### src/rtl/polfix_pkg.sv
package polfix_pkg;
  // one event class as reported by the receive front end
  typedef struct packed {
    logic norm;
    logic inv;
  } evt_t;

  localparam int unsigned NUM_EVT = 2;  // link pulse, end-of-frame
  localparam int unsigned EVT_LP  = 0;
  localparam int unsigned EVT_EOF = 1;
endpackage

### src/rtl/polfix_run_cnt.sv
module polfix_run_cnt
  import polfix_pkg::*;
#(
  parameter int unsigned THRESH = 8
) (
  input  logic clk_i,
  input  logic rst_ni,
  input  logic clr_i,
  input  evt_t ev_i,
  output logic hit_o
);
  localparam int unsigned CW = $clog2(THRESH + 1);
  localparam logic [CW-1:0] LAST = CW'(THRESH - 1);

  logic [CW-1:0] cnt_q;

  // a normal strobe dominates an inverted one in the same cycle
  assign hit_o = ev_i.inv && !ev_i.norm && (cnt_q == LAST);

  always_ff @(posedge clk_i or negedge rst_ni) begin
    if (!rst_ni)          cnt_q <= '0;
    else if (clr_i)       cnt_q <= '0;
    else if (ev_i.norm)   cnt_q <= '0;
    else if (ev_i.inv)    cnt_q <= hit_o ? '0 : cnt_q + 1'b1;
  end

  p_cnt_in_range_r2: assert property (@(posedge clk_i) disable iff (!rst_ni)
    cnt_q < CW'(THRESH));
  p_norm_clears_r4: assert property (@(posedge clk_i) disable iff (!rst_ni)
    ev_i.norm |=> cnt_q == '0);
  p_hit_restarts_r10: assert property (@(posedge clk_i) disable iff (!rst_ni)
    hit_o |=> cnt_q == '0);
endmodule

### src/rtl/polfix_idle_timer.sv
module polfix_idle_timer #(
  parameter int unsigned LIMIT = 112
) (
  input  logic clk_i,
  input  logic rst_ni,
  input  logic tick_i,
  input  logic act_i,
  output logic expire_o
);
  localparam int unsigned IW = $clog2(LIMIT + 1);
  localparam logic [IW-1:0] LAST = IW'(LIMIT - 1);

  logic [IW-1:0] idle_q;

  assign expire_o = tick_i && !act_i && (idle_q == LAST);

  always_ff @(posedge clk_i or negedge rst_ni) begin
    if (!rst_ni)       idle_q <= '0;
    else if (act_i)    idle_q <= '0;
    else if (tick_i)   idle_q <= expire_o ? '0 : idle_q + 1'b1;
  end

  p_idle_bound_r7: assert property (@(posedge clk_i) disable iff (!rst_ni)
    idle_q < IW'(LIMIT));
  p_act_restart_r8: assert property (@(posedge clk_i) disable iff (!rst_ni)
    act_i |=> idle_q == '0);
  p_quiet_hold_r8: assert property (@(posedge clk_i) disable iff (!rst_ni)
    (!act_i && !tick_i) |=> $stable(idle_q));
endmodule

### src/rtl/polfix_top.sv
module polfix_top
  import polfix_pkg::*;
#(
  parameter int unsigned LP_RUN     = 8,
  parameter int unsigned EOF_RUN    = 4,
  parameter int unsigned TIMEOUT_MS = 112  // keep within 96..128
) (
  input  logic clk_i,
  input  logic rst_ni,
  input  logic ms_tick_i,
  input  logic lp_norm_i,
  input  logic lp_inv_i,
  input  logic eof_norm_i,
  input  logic eof_inv_i,
  input  logic rx_active_i,
  input  logic rx_bit_i,
  output logic rx_bit_o,
  output logic pol_inv_o
);
  evt_t [NUM_EVT-1:0] evt;
  logic [NUM_EVT-1:0] hit;
  logic               expire;
  logic               activity;
  logic               pol_inv_q;

  assign evt[EVT_LP]  = '{norm: lp_norm_i,  inv: lp_inv_i};
  assign evt[EVT_EOF] = '{norm: eof_norm_i, inv: eof_inv_i};

  assign activity = lp_norm_i | lp_inv_i | eof_norm_i | eof_inv_i | rx_active_i;

  for (genvar k = 0; k < NUM_EVT; k++) begin : g_run
    localparam int unsigned TH = (k == EVT_LP) ? LP_RUN : EOF_RUN;
    polfix_run_cnt #(.THRESH(TH)) i_run (
      .clk_i  (clk_i),
      .rst_ni (rst_ni),
      .clr_i  (expire),
      .ev_i   (evt[k]),
      .hit_o  (hit[k])
    );
  end

  polfix_idle_timer #(.LIMIT(TIMEOUT_MS)) i_idle (
    .clk_i    (clk_i),
    .rst_ni   (rst_ni),
    .tick_i   (ms_tick_i),
    .act_i    (activity),
    .expire_o (expire)
  );

  always_ff @(posedge clk_i or negedge rst_ni) begin
    if (!rst_ni)     pol_inv_q <= 1'b0;
    else if (expire) pol_inv_q <= 1'b0;
    else if (|hit)   pol_inv_q <= 1'b1;
  end

  assign pol_inv_o = pol_inv_q;
  assign rx_bit_o  = rx_bit_i ^ pol_inv_q;

  p_set_on_hit_r2: assert property (@(posedge clk_i) disable iff (!rst_ni)
    (|hit) |=> pol_inv_o);
  p_clear_on_timeout_r7: assert property (@(posedge clk_i) disable iff (!rst_ni)
    expire |=> !pol_inv_o);
  p_hold_otherwise_r10: assert property (@(posedge clk_i) disable iff (!rst_ni)
    (!expire && !(|hit)) |=> $stable(pol_inv_o));
  p_no_hit_while_expire_r8: assert property (@(posedge clk_i) disable iff (!rst_ni)
    expire |-> !(|hit));
endmodule

### config.mk
export PLATFORM = sky130hd
export DESIGN_NAME = polfix_top
export DESIGN_NICKNAME = d
export VERILOG_FILES = /design/src/rtl/polfix_pkg.sv /design/src/rtl/polfix_run_cnt.sv /design/src/rtl/polfix_idle_timer.sv /design/src/rtl/polfix_top.sv
export SDC_FILE = /design/constraint.sdc
export NUM_CORES = 1
export LEC_CHECK = 0
export BUFFER_PORTS_ARGS = -buffer_cell sky130_fd_sc_hd__buf_2
export CAP_MARGIN = 10
export CORE_AREA = 3 3 45 64
export CTS_CLUSTER_DIAMETER = 150
export DETAILED_ROUTE_END_ITERATION = 6
export DIE_AREA = 0 0 48 67
export PLACE_DENSITY_LB_ADDON = 0.2
export SYNTH_ARGS = -nofsm -noshare
export SYNTH_HDL_FRONTEND = slang
export SYNTH_SLANG_ARGS = --single-unit
### constraint.sdc
create_clock -name clk_i -period 2.35 [get_ports clk_i]
set_input_delay 0.1175 -clock clk_i [delete_from_list [all_inputs] [get_ports clk_i]]
set_output_delay 0.1175 -clock clk_i [all_outputs]
set_load 0.005 [all_outputs]
==> out/qor.csv <==
stage,metric,value,unit
run_status,outcome,completed,
worst_setup_path,Crit. End Element,register,
die,initial core utilization,34.8,%
power_and_ir_drop,Clk pwr share,30.6,%
min_path,Hold Path Depth,2,
drt,Routed WL,1450,um
logic_synthesis,Mapped Nets,95,
logic_synthesis,dominant cell type by area after synthesis,dfrtp_1,
drt,Initial DRC Count,12,
sta,Max Transition Viols Final,0,
clock_tree,CTS tree,yes,
sta,maximum achievable frequency,673,MHz
min_path,hold_sp,lp_norm_i,
sta,Finish-stage setup viols,0,
drt,metal2 WL,719,um
layout,ratio of cells with drive above 1 in the final layout,19.6,%
global_routing,first-pass GRT wire length,2590,um
logic_synthesis,"Cell Area, Synth",822,um^2
worst_setup_path,r2r worst-path depth,5,
clock_tree,Post-CTS Setup Bufs,0,
drt,wl on met1,670,um
global_routing,gr usage total,11.4,%
worst_setup_path,r2r setup slk,0.86,ns
global_routing,initial antenna violation count,0,
drt,max layer used,met4,
layout,multi-input logic area,428,um^2
min_path,Hold Path End,g_run[0].i_run.cnt_q[2],
power_and_ir_drop,Seq pwr share,57.5,%
logic_synthesis,YS warnings,0,
layout,antenna cells,0,
power_and_ir_drop,Max rail drop VDD,320,uV
logic_synthesis,post-synth top area share,45.7,%
drt,Post-route DRC,0,
min_path,Min-Delay Path Class,primary input to register,
global_routing,pin count of the biggest net entering global routing,16,
sta,final hold vios,0,
die,area of the die,3220,um^2
worst_setup_path,Crit path arrival time,1.65,ns
placed_design,HPWL Detailed,1110,um
layout,register area,375,um^2
sta,Setup TNS,0,ns
drt,DR vias/cell,5.24,
die,I/O pin cnt,11,
run,Max-Cap Viols,0,
layout,final core occ,39.4,%
power_and_ir_drop,Switching Power,122,uW
global_routing,gr ovfl total,0,
die,die width,48,um
die,core box area,2360,um^2
die,row count,21,
placed_design,GPL Wtd Cong,0.725,
sta,final worst path period need,1.49,ns
worst_setup_path,Required @ worst endpoint,2.52,ns
layout,area delta synth->final,13.2,%
logic_synthesis,Synth Register Bits,15,
placed_design,quantity of I/O buffers inserted on ports,10,
power_and_ir_drop,logic gate share of total power,11.9,%
logic_synthesis,Synth Instances,83,
die,die height,67,um
worst_setup_path,CP Max Fanout,8,
logic_synthesis,synth unique cells,29,
clock_tree,# resized after CTS,0,
logic_synthesis,sequential fraction of the synthesis area,45.7,%
clock_tree,clock latency on the worst-skew pair,0.28,ns
sta,Hold WS,0.0395,ns
worst_setup_path,CP Launch Point,i_idle.idle_q[0],
clock_tree,"Hold-fix buffers, CTS",1,
worst_setup_path,Setup CP Type,register to register,
power_and_ir_drop,Leakage Power,0.432,nW
sta,RSZ-0062 raised after global routing,false,
clock_tree,CTS Buf Count,3,
worst_setup_path,RR Startpoint,i_idle.idle_q[0],
clock_tree,level count of the clock H-tree,1,
clock_tree,TritonCTS Sinks,15,
layout,filler instances,250,
clock_tree,clk slew on worst S/H paths,0.10,ns
clock_tree,clock root cell,clkbuf_4,
logic_synthesis,synth top area cells,"dfrtp_1 (46%), nand2_1 (5.5%), ha_1 (4.6%), xor2_1 (4.3%), a21oi_1 (3.0%)",
drt,DRT Pass-1 Iters,3,
layout,nets@finish,110,
power_and_ir_drop,Sw Share,25.4,%
drt,Detail Route Antenna Nets,0,
sta,worst slew pin tran,0.328,ns
logic_synthesis,Syn Area/Cell,9.90,um^2
global_routing,vias in the first global route,609,
sta,Final period util,63.2,%
drt,detailed-route via count,629,
drt,WL/cell,12.1,um
worst_setup_path,critical path startpoint category,register,
worst_setup_path,Reg-to-Reg End,g_run[1].i_run.cnt_q[0],
power_and_ir_drop,PwrDens,516,nW/um^2
drt,wire length on met3,40,um
sta,Relative slew margins,77.9,%
power_and_ir_drop,Int Pwr,358,uW
sta,Final Skew,0.00882,ns
clock_tree,clock buffer depth,2,
[power groups by stage]
stage / sequential, mW / combinational (mW) / clock (mW)
6_report: 0.276 / 0.0572 / 0.147
4_1_cts: 0.277 / 0.0594 / 0.154
5_1_grt: 0.278 / 0.0683 / 0.166
3_5_place_dp: 0.282 / 0.0580 / 0
3_3_place_gp: 0.281 / 0.0581 / 0
2_1_floorplan: 0.281 / 0.0294 / 0
[worst max path at each step]
stage	end	slack [ns]
3_5_place_dp	g_run[0].i_run.cnt_q[3]	0.85
3_3_place_gp	g_run[0].i_run.cnt_q[1]	0.86
5_1_grt	g_run[1].i_run.cnt_q[1]	0.76
2_1_floorplan	g_run[0].i_run.cnt_q[3]	0.95
6_report	g_run[1].i_run.cnt_q[0]	0.86
4_1_cts	g_run[1].i_run.cnt_q[0]	0.85
[synthesized netlist by cell type, drive strengths merged]
cell type	instances
a41oi	1
o22ai	2
inv	3
o21a	1
nand4	1
mux2i	2
buf	1
ha	3
xor2	4
nand2	12
nor2b	2
nor3	4
or3b	1
nand3	5
nand3b	1
a31oi	1
nor2	7
nor3b	1
a311oi	2
a2111oi	1
and3	1
a21oi	5
or4	1
a211oi	1
or3	1
o21ai	2
dfrtp	15
nand2b	2
[routing by layer]
layer  global-route usage [%]  vias to the layer above
met2                     18.0                        9
li1                         -                      326
met1                     13.7                      292
met4                     6.06                        0
met5                        0                        -
met3                     2.43                        2
[cells by family (layout without fill, tap and decap cells)]
| kind of cell | count (synthesis) | in the layout | share of synthesized area [%] |
|---|---|---|---|
| AO/OA/AOI/OAI | 16 | 16 | 14.9 |
| XOR/XNOR | 4 | 4 | 4.26 |
| adder cells (fa/ha/maj) | 3 | 3 | 4.57 |
| buffers and inverters | 4 | 18 | 2.28 |
| flip-flops | 15 | 15 | 45.7 |
| multiplexers | 2 | 2 | 2.44 |
| AND/OR/NAND/NOR | 39 | 39 | 25.9 |
[flip-flops by register name, summed over array words and instances (netlist names)]
name	cells
g_run.i_run.cnt_q	7
i_idle.idle_q	7
pol_inv_o	1
[cell type report]
class	count	share of cell area, %
sequential	15	40.3
clock inverter	1	0.538
tap	23	3.09
timing repair buffer	11	6.45
multi-input combinational	64	46.0
inverter	3	1.21
clock buffer	3	2.42
[placed cells by master, fill, tap and decap left out, types with 2 or more instances in the layout]
cell type / instances
o21ai_0: 2
nand2b_1: 2
o22ai_2: 2
nand3_1: 5
xor2_1: 4
nor2_1: 6
clkbuf_4: 3
mux2i_1: 2
a21oi_1: 5
dfrtp_1: 15
nor3_1: 4
a311oi_1: 2
ha_1: 3
nor2b_1: 2
nand2_1: 12
inv_1: 3
buf_2: 10
[metrics by stage]
stage	cells	worst slack, ns	cell area [um^2]	total power, mW
after floorplan	83	0.946	822	0.310
after global placement	115	0.863	893	0.340
after detailed placement	115	0.851	893	0.340
after CTS	120	0.846	931	0.490
after global routing	120	0.755	931	0.512
final	120	0.864	931	0.480
[worst max-delay path, cell delays in order, from the launching register on]
cell     delay (ns)
dfrtp_1        0.40
ha_1           0.20
nand3_1        0.08
or3_4          0.43
nor2_8         0.19
nor3_1         0.07
No activity file was read; power rests on OpenSTA's default activity.
